===== src/rtl/mdma_pkg.sv =====
package mdma_pkg;

  localparam int DATA_W    = 32;
  localparam int WIN_SHIFT = 6;

  // window-relative offsets
  localparam logic [5:0] RX_DHI_OFS  = 6'h00;
  localparam logic [5:0] RX_DLO_OFS  = 6'h04;
  localparam logic [5:0] RX_LEN_OFS  = 6'h0C;
  localparam logic [5:0] RX_BLEN_OFS = 6'h10;
  localparam logic [5:0] RX_RUN_OFS  = 6'h14;
  localparam logic [5:0] RX_BPR_OFS  = 6'h30;
  localparam logic [5:0] TX_BASE     = 6'h18;
  localparam logic [5:0] TX_DHI_OFS  = TX_BASE + 6'h00;
  localparam logic [5:0] TX_DLO_OFS  = TX_BASE + 6'h04;
  localparam logic [5:0] TX_BLEN_OFS = TX_BASE + 6'h0C;
  localparam logic [5:0] TX_LEN_OFS  = TX_BASE + 6'h14;
  localparam logic [5:0] ACTL_OFS    = 6'h34;

  localparam logic [31:0] IST_ADDR = 32'h0008_0000;
  localparam logic [31:0] IPD_ADDR = 32'h0008_0004;
  localparam logic [31:0] IEN_ADDR = 32'h0008_0008;

  typedef enum logic [3:0] {
    SEL_NONE, SEL_RX_DHI, SEL_RX_DLO, SEL_RX_LEN, SEL_RX_BLEN, SEL_RX_RUN,
    SEL_RX_BPR, SEL_TX_DHI, SEL_TX_DLO, SEL_TX_BLEN, SEL_TX_LEN,
    SEL_ACTL, SEL_ISTAT, SEL_IPEND, SEL_IEN
  } reg_sel_e;

  // next status: write-one clear, then done pulses set (set wins)
  function automatic logic [31:0] stat_next(input logic [31:0] cur,
                                            input logic [31:0] clr,
                                            input logic [31:0] set);
    return (cur & ~clr) | set;
  endfunction

  function automatic logic [31:0] pend_of(input logic [31:0] st,
                                          input logic [31:0] en);
    return st & en;
  endfunction

endpackage


===== src/rtl/mdma_decode.sv =====
module mdma_decode
  import mdma_pkg::*;
#(
  parameter int ADDR_W    = 20,
  parameter int NUM_PAIRS = 2,
  parameter int PAIR_W    = 1
) (
  input  logic [ADDR_W-1:0] addr,
  output reg_sel_e          sel,
  output logic [PAIR_W-1:0] pair
);
  localparam int WIN_W = ADDR_W - WIN_SHIFT;

  logic [WIN_W-1:0]     win;
  logic [WIN_SHIFT-1:0] ofs;
  logic                 in_win;

  always_comb begin
    win    = addr[ADDR_W-1:WIN_SHIFT];
    ofs    = addr[WIN_SHIFT-1:0];
    in_win = (win < WIN_W'(NUM_PAIRS));
    pair   = win[PAIR_W-1:0];
    sel    = SEL_NONE;
    if (addr == ADDR_W'(IST_ADDR))      sel = SEL_ISTAT;
    else if (addr == ADDR_W'(IPD_ADDR)) sel = SEL_IPEND;
    else if (addr == ADDR_W'(IEN_ADDR)) sel = SEL_IEN;
    else if (in_win) begin
      case (ofs)
        RX_DHI_OFS:  sel = SEL_RX_DHI;
        RX_DLO_OFS:  sel = SEL_RX_DLO;
        RX_LEN_OFS:  sel = SEL_RX_LEN;
        RX_BLEN_OFS: sel = SEL_RX_BLEN;
        RX_RUN_OFS:  sel = SEL_RX_RUN;
        RX_BPR_OFS:  sel = SEL_RX_BPR;
        TX_DHI_OFS:  sel = SEL_TX_DHI;
        TX_DLO_OFS:  sel = SEL_TX_DLO;
        TX_BLEN_OFS: sel = SEL_TX_BLEN;
        TX_LEN_OFS:  sel = SEL_TX_LEN;
        ACTL_OFS:    sel = (win == '0) ? SEL_ACTL : SEL_NONE;
        default:     sel = SEL_NONE;
      endcase
    end
  end
endmodule


===== src/rtl/mdma_pair.sv =====
module mdma_pair
  import mdma_pkg::*;
(
  input  logic        clk,
  input  logic        rst_n,
  input  logic        hit,
  input  logic        we,
  input  reg_sel_e    sel,
  input  logic [31:0] wdata,
  output logic [31:0] rdata,
  output logic        rx_run,
  output logic        rx_start,
  output logic        rx_stop,
  output logic        tx_start,
  output logic [63:0] rx_desc,
  output logic [63:0] tx_desc
);
  logic [31:0] rx_dhi, rx_dlo, rx_len, rx_blen, rx_bpr;
  logic [31:0] tx_dhi, tx_dlo, tx_blen, tx_len;
  logic        wr;

  assign wr = hit & we;

  always_ff @(posedge clk or negedge rst_n) begin
    if (!rst_n) begin
      rx_dhi <= '0; rx_dlo <= '0; rx_len <= '0; rx_blen <= '0; rx_bpr <= '0;
      tx_dhi <= '0; tx_dlo <= '0; tx_blen <= '0; tx_len <= '0;
      rx_run <= 1'b0; rx_start <= 1'b0; rx_stop <= 1'b0; tx_start <= 1'b0;
    end else begin
      rx_start <= 1'b0;
      rx_stop  <= 1'b0;
      tx_start <= 1'b0;
      if (wr) begin
        case (sel)
          SEL_RX_DHI:  rx_dhi  <= wdata;
          SEL_RX_DLO:  rx_dlo  <= wdata;
          SEL_RX_LEN:  rx_len  <= wdata;
          SEL_RX_BLEN: rx_blen <= wdata;
          SEL_RX_BPR:  rx_bpr  <= wdata;
          SEL_RX_RUN: begin
            rx_run   <= wdata[0];
            rx_start <= wdata[0] & ~rx_run;
            rx_stop  <= ~wdata[0] & rx_run;
          end
          SEL_TX_DHI:  tx_dhi  <= wdata;
          SEL_TX_DLO: begin
            tx_dlo   <= wdata;
            tx_start <= 1'b1;
          end
          SEL_TX_BLEN: tx_blen <= wdata;
          SEL_TX_LEN:  tx_len  <= wdata;
          default: ;
        endcase
      end
    end
  end

  always_comb begin
    rdata = '0;
    if (hit) begin
      case (sel)
        SEL_RX_DHI:  rdata = rx_dhi;
        SEL_RX_DLO:  rdata = rx_dlo;
        SEL_RX_LEN:  rdata = rx_len;
        SEL_RX_BLEN: rdata = rx_blen;
        SEL_RX_BPR:  rdata = rx_bpr;
        SEL_RX_RUN:  rdata = {31'b0, rx_run};
        SEL_TX_DHI:  rdata = tx_dhi;
        SEL_TX_DLO:  rdata = tx_dlo;
        SEL_TX_BLEN: rdata = tx_blen;
        SEL_TX_LEN:  rdata = tx_len;
        default:     rdata = '0;
      endcase
    end
  end

  assign rx_desc = {rx_dhi, rx_dlo};
  assign tx_desc = {tx_dhi, tx_dlo};
endmodule


===== src/rtl/mdma_irq.sv =====
module mdma_irq
  import mdma_pkg::*;
#(
  parameter int NCH = 4
) (
  input  logic           clk,
  input  logic           rst_n,
  input  logic           st_wr,
  input  logic           en_wr,
  input  logic [31:0]    wdata,
  input  logic [NCH-1:0] done,
  output logic [NCH-1:0] status,
  output logic [NCH-1:0] enable,
  output logic [NCH-1:0] pending,
  output logic           irq
);
  logic [31:0] clr_mask, st_nxt, pend_full;

  always_comb begin
    clr_mask  = st_wr ? wdata : 32'b0;
    st_nxt    = stat_next(32'(status), clr_mask, 32'(done));
    pend_full = pend_of(32'(status), 32'(enable));
  end

  always_ff @(posedge clk or negedge rst_n) begin
    if (!rst_n) begin
      status <= '0;
      enable <= '0;
    end else begin
      status <= st_nxt[NCH-1:0];
      if (en_wr) enable <= wdata[NCH-1:0];
    end
  end

  assign pending = pend_full[NCH-1:0];
  assign irq     = |pending;
endmodule


===== src/rtl/mdma_csr.sv =====
module mdma_csr
  import mdma_pkg::*;
#(
  parameter int NUM_PAIRS = 2,
  parameter int ADDR_W    = 20,
  localparam int NCH      = 2 * NUM_PAIRS
) (
  input  logic              clk,
  input  logic              rst_n,
  input  logic [ADDR_W-1:0] bus_addr,
  input  logic [31:0]       bus_wdata,
  input  logic              bus_we,
  output logic [31:0]       bus_rdata,
  input  logic [NCH-1:0]    done,
  output logic [NCH-1:0]    ch_start,
  output logic [NUM_PAIRS-1:0] rx_run,
  output logic [NUM_PAIRS-1:0] rx_stop,
  output logic [NCH*64-1:0] ch_desc_addr,
  output logic              addr32_mode,
  output logic              irq
);
  localparam int PAIR_W = (NUM_PAIRS > 1) ? $clog2(NUM_PAIRS) : 1;

  reg_sel_e          reg_sel;
  logic [PAIR_W-1:0] reg_pair;
  logic [31:0]       pair_rd [NUM_PAIRS];
  logic [NCH-1:0]    irq_status, irq_enable, irq_pending;
  logic              st_wr, en_wr;

  mdma_decode #(.ADDR_W(ADDR_W), .NUM_PAIRS(NUM_PAIRS), .PAIR_W(PAIR_W)) u_dec (
    .addr(bus_addr), .sel(reg_sel), .pair(reg_pair)
  );

  for (genvar p = 0; p < NUM_PAIRS; p++) begin : g_pair
    logic pair_hit;
    assign pair_hit = (reg_pair == PAIR_W'(p));
    mdma_pair u_pair (
      .clk(clk), .rst_n(rst_n), .hit(pair_hit), .we(bus_we), .sel(reg_sel),
      .wdata(bus_wdata), .rdata(pair_rd[p]),
      .rx_run(rx_run[p]), .rx_start(ch_start[2*p]), .rx_stop(rx_stop[p]),
      .tx_start(ch_start[2*p+1]),
      .rx_desc(ch_desc_addr[(2*p)*64 +: 64]),
      .tx_desc(ch_desc_addr[(2*p+1)*64 +: 64])
    );
  end

  assign st_wr = bus_we && (reg_sel == SEL_ISTAT);
  assign en_wr = bus_we && (reg_sel == SEL_IEN);

  mdma_irq #(.NCH(NCH)) u_irq (
    .clk(clk), .rst_n(rst_n), .st_wr(st_wr), .en_wr(en_wr), .wdata(bus_wdata),
    .done(done), .status(irq_status), .enable(irq_enable),
    .pending(irq_pending), .irq(irq)
  );

  always_ff @(posedge clk or negedge rst_n) begin
    if (!rst_n)                              addr32_mode <= 1'b0;
    else if (bus_we && reg_sel == SEL_ACTL)  addr32_mode <= bus_wdata[0];
  end

  always_comb begin
    bus_rdata = '0;
    for (int p = 0; p < NUM_PAIRS; p++) bus_rdata = bus_rdata | pair_rd[p];
    case (reg_sel)
      SEL_ACTL:  bus_rdata = {31'b0, addr32_mode};
      SEL_ISTAT: bus_rdata = 32'(irq_status);
      SEL_IPEND: bus_rdata = 32'(irq_pending);
      SEL_IEN:   bus_rdata = 32'(irq_enable);
      default: ;
    endcase
  end
endmodule


===== config.mk =====
export PLATFORM = sky130hd
export DESIGN_NAME = mdma_csr
export DESIGN_NICKNAME = d
export VERILOG_FILES = /design/src/rtl/mdma_pkg.sv /design/src/rtl/mdma_decode.sv /design/src/rtl/mdma_pair.sv /design/src/rtl/mdma_irq.sv /design/src/rtl/mdma_csr.sv
export SDC_FILE = /design/constraint.sdc
export NUM_CORES = 1
export LEC_CHECK = 0
export BUFFER_PORTS_ARGS = -buffer_cell sky130_fd_sc_hd__buf_2
export CORE_MARGIN = 5
export CORE_UTILIZATION = 30
export CTS_CLUSTER_SIZE = 20
export DETAILED_ROUTE_END_ITERATION = 7
export HOLD_SLACK_MARGIN = 0.15
export PLACE_DENSITY = 0.58
export SLEW_MARGIN = 20
export SYNTH_ARGS = -nofsm -noshare
export SYNTH_HDL_FRONTEND = slang
export SYNTH_SLANG_ARGS = --single-unit

===== constraint.sdc =====
create_clock -name clk -period 7.99 [get_ports clk]
set_input_delay 0.3995 -clock clk [delete_from_list [all_inputs] [get_ports clk]]
set_output_delay 0.3995 -clock clk [all_outputs]
set_load 0.1 [all_outputs]

==> flow_metrics.tcl <==
set metrics [dict create \
    crit_arrival_ps 4970 \
    power_mw 6.69 \
    rows 111 \
    wl_per_cell_um 26.8 \
    synth-xor-area-share_pct 0.0863 \
    worst_pin_slew_ps 1120 \
    drive_above_1_share_pct 42.1 \
    yosysUniqueCellTypes 60 \
    path_cells "buf_2 -> nor2b_1 -> and4_4 -> or3_1 -> o21ai_2 -> a21boi_4 -> buf_4 -> a221oi_1 -> o21ai_1 -> a211oi_1 -> nor3_1 -> buf_2" \
    criticalPathCategory "input pin to primary output" \
    clock_skew_ps 0.504 \
    port_buffers 356 \
    die_w_um 313 \
    utilization_pct 36.0 \
    cts_tree "done" \
    hpwlAfterDp_um 62200 \
    start_kind "input pin" \
    hold_start "bus_wdata[5]" \
    ys.flop_type "dfrtp_1" \
    clockRootBuffer "clkbuf_16" \
    fin_tns_setup_ps 0 \
    cts_made_buffers 71 \
    yosysWarnings 0 \
    drv_cap 0 \
    p_leak_nw 17.0 \
    synth_compound_area_share_pct 10.1 \
    synth.cell_area_mm2 0.0275 \
    grt_remaining_overflow 0 \
    r2r_start "g_pair[1].u_pair.tx_dhi[24]$_DFFE_PN0P_" \
    die_h_um 313 \
    synth_edf_count 0 \
    start_util_pct 30.1 \
    synth_mux_area_share_pct 27.0 \
    area_delta_synth_final_pct 19.6 \
    relSlewSlack_pct 25.2 \
    synth_fa_ha_area_share_pct 0 \
    cp_common_cell "buf_2" \
    worstHoldPathType "input pin to register" \
    avgSynthCellArea_um2 12.9 \
    slowest_stage "or3_1" \
    power_density_mw_per_mm2 203 \
    io_pins 357 \
    grt_pass1_vias 21100 \
    rsz0062_at_grt "false" \
    final_hold_viol_count 0 \
    grt_max_degree 183 \
    crit_path_end_kind "primary output" \
    ys_ff_latch 593 \
    min_period_ps 5370 \
    htreeDepth 3 \
    cts_buffer_depth 3 \
    grt_pass1_wl_um 145000 \
    outcome "finished, final reports clean" \
    clock_sinks 593 \
    fmax_mhz 186 \
    viasPerCell 5.44 \
    ir_worst_vdd_uv 126 \
    track_usage_pct 19.5 \
    antenna_found_initial 4 \
    cp-startpoint "bus_addr[2]" \
    drcViolationCount 0 \
    async_flop_share_pct 100 \
    required_ps 7590 \
    via_count 19900 \
    fin_crit_sh_pct 67.2 \
    nets 2480 \
    core_mm2 0.0914 \
    firstDrtPassIters 5 \
    synth_top_family_by_area "multiplexers" \
    syn_nets 2188 \
    drv_slew 0 \
    die-area_mm2 0.0980 \
    clk_pin_slew_ps 60 \
    clock_latency_ps 600 \
    finalSetupViolations 0 \
    syn_inst 2129 \
    synthSimpleGateAreaFrac_pct 5.37 \
    post_cts_buffers 0 \
    crit_fanout 31 \
    antenna_left 0 \
    totalWireLength_um 98200 \
    synth-seq-area-share_pct 53.9 \
    cpPeakStageDelay_ps 630 \
    drt_iter0_markers 1562 \
    gp_congestion 0.823 \
]
[final cells by class]
| class | instances | area [µm²] |
|---|---|---|
| fill | 8878 | 58500 |
| sequential | 593 | 14800 |
| multi-input combinational | 1346 | 11900 |
| timing repair buffer | 407 | 2260 |
| clock buffer | 101 | 2050 |
| tap | 1186 | 1480 |
| clock inverter | 28 | 418 |
| inverter | 2 | 7.51 |
| antenna | 2 | 5.00 |
[metal layers]
layer | track usage (%) | vias to the layer above | wire, µm | part of all wire [%]
li1 | - | 8465 | - | -
met1 | 26.9 | 10600 | 43800 | 45
met2 | 31.1 | 740 | 45400 | 46
met3 | 3.50 | 168 | 5880 | 6.0
met4 | 6.53 | 0 | 3160 | 3.2
met5 | 0 | - | 0 | 0
[cells by family (layout without fill, tap and decap cells)]
kind of cell,after synthesis,in the layout
multiplexers,656,656
other,0,2
AND/OR/NAND/NOR,300,300
flip-flops,593,593
buffers and inverters,190,538
AO/OA/AOI/OAI,389,389
XOR/XNOR,1,1
[Yosys cell counts (all sizes together), types with 5 or more instances]
cell / n / area (µm²)
dfrtp: 593 / 14800
mux2: 587 / 6740
nand2: 175 / 672
buf: 109 / 684
a21oi: 96 / 492
clkbuf: 79 / 297
mux2i: 69 / 691
o21ai: 69 / 349
a211oi: 51 / 395
a221o: 48 / 480
a221oi: 48 / 420
nor3: 40 / 259
a22oi: 18 / 154
nor2: 18 / 72.6
nand3: 16 / 80.1
a22o: 11 / 96.3
o211ai: 11 / 82.6
nand4: 10 / 77.6
a32oi: 9 / 78.8
nor4: 9 / 93.8
a21o: 8 / 60.1
and3: 6 / 37.5
o22ai: 6 / 37.5
nor2b: 5 / 31.3
nor3b: 5 / 37.5
[critical path: cells and delay by family]
family | cells | cell delay (ps)
AND/OR/NAND/NOR | 4 | 1970
AO/OA/AOI/OAI | 5 | 1180
buffers and inverters | 3 | 1320
[metrics by stage]
| step | setup slack [ps] | area (µm²) | hold WS [ps] | cells |
|---|---|---|---|---|
| final | 2620 | 32900 | 243 | 3665 |
| after global routing | 2360 | 32900 | 232 | 3663 |
| after CTS | 2620 | 32900 | 196 | 3662 |
| after detailed placement | 2640 | 30400 | 436 | 3527 |
| after global placement | 2730 | 30400 | 438 | 3527 |
| after floorplan | 2300 | 27500 | 104 | 2129 |
[what timing repair did]
action	CTS	global route
gates resized for setup	0	0
hold buffers	6	0
hold endpoints to repair	74	0
[path summary, 6_finish.rpt]
kind / end / slack (ps) / depth (start not counted)
setup / recovery: bus_rdata[17] / 2620 / 12
hold / removal: g_pair[1].u_pair.tx_blen[5]$_DFFE_PN0P_ / 240 / 2
setup reg to reg: g_pair[1].u_pair.tx_dhi[24]$_DFFE_PN0P_ / 7110 / 1
hold reg to reg: g_pair[0].u_pair.rx_blen[24]$_DFFE_PN0P_ / 490 / 1
max in group asynchronous: g_pair[1].u_pair.tx_blen[4]$_DFFE_PN0P_ / 5630 / 4
min in group asynchronous: g_pair[1].u_pair.rx_run$_DFFE_PN0P_ / 380 / 2
[layout by cell type, fill, tap and decap left out, drive strengths merged, types with 6 or more instances in the layout]
cell type and instances:
dfrtp 593, mux2 587, buf 401, nand2 175, clkbuf 101, a21oi 96, mux2i 69, o21ai 69
a211oi 51, a221o 48, a221oi 48, nor3 40, a22oi 18, nor2 18, nand3 16, clkinv 15
o211ai 11, a22o 11, nand4 10, a32oi 9, nor4 9, a21o 8, bufinv 8, and3 6
dlygate4sd3 6, o22ai 6
[power breakdown]
group,total [mW],internal [mW],switching [mW]
Combinational,0.292,0.0603,0.231
Sequential,3.00,3.00,0.0000740
Clock,3.39,2.06,1.33
Power figures use the tool's default switching activity.
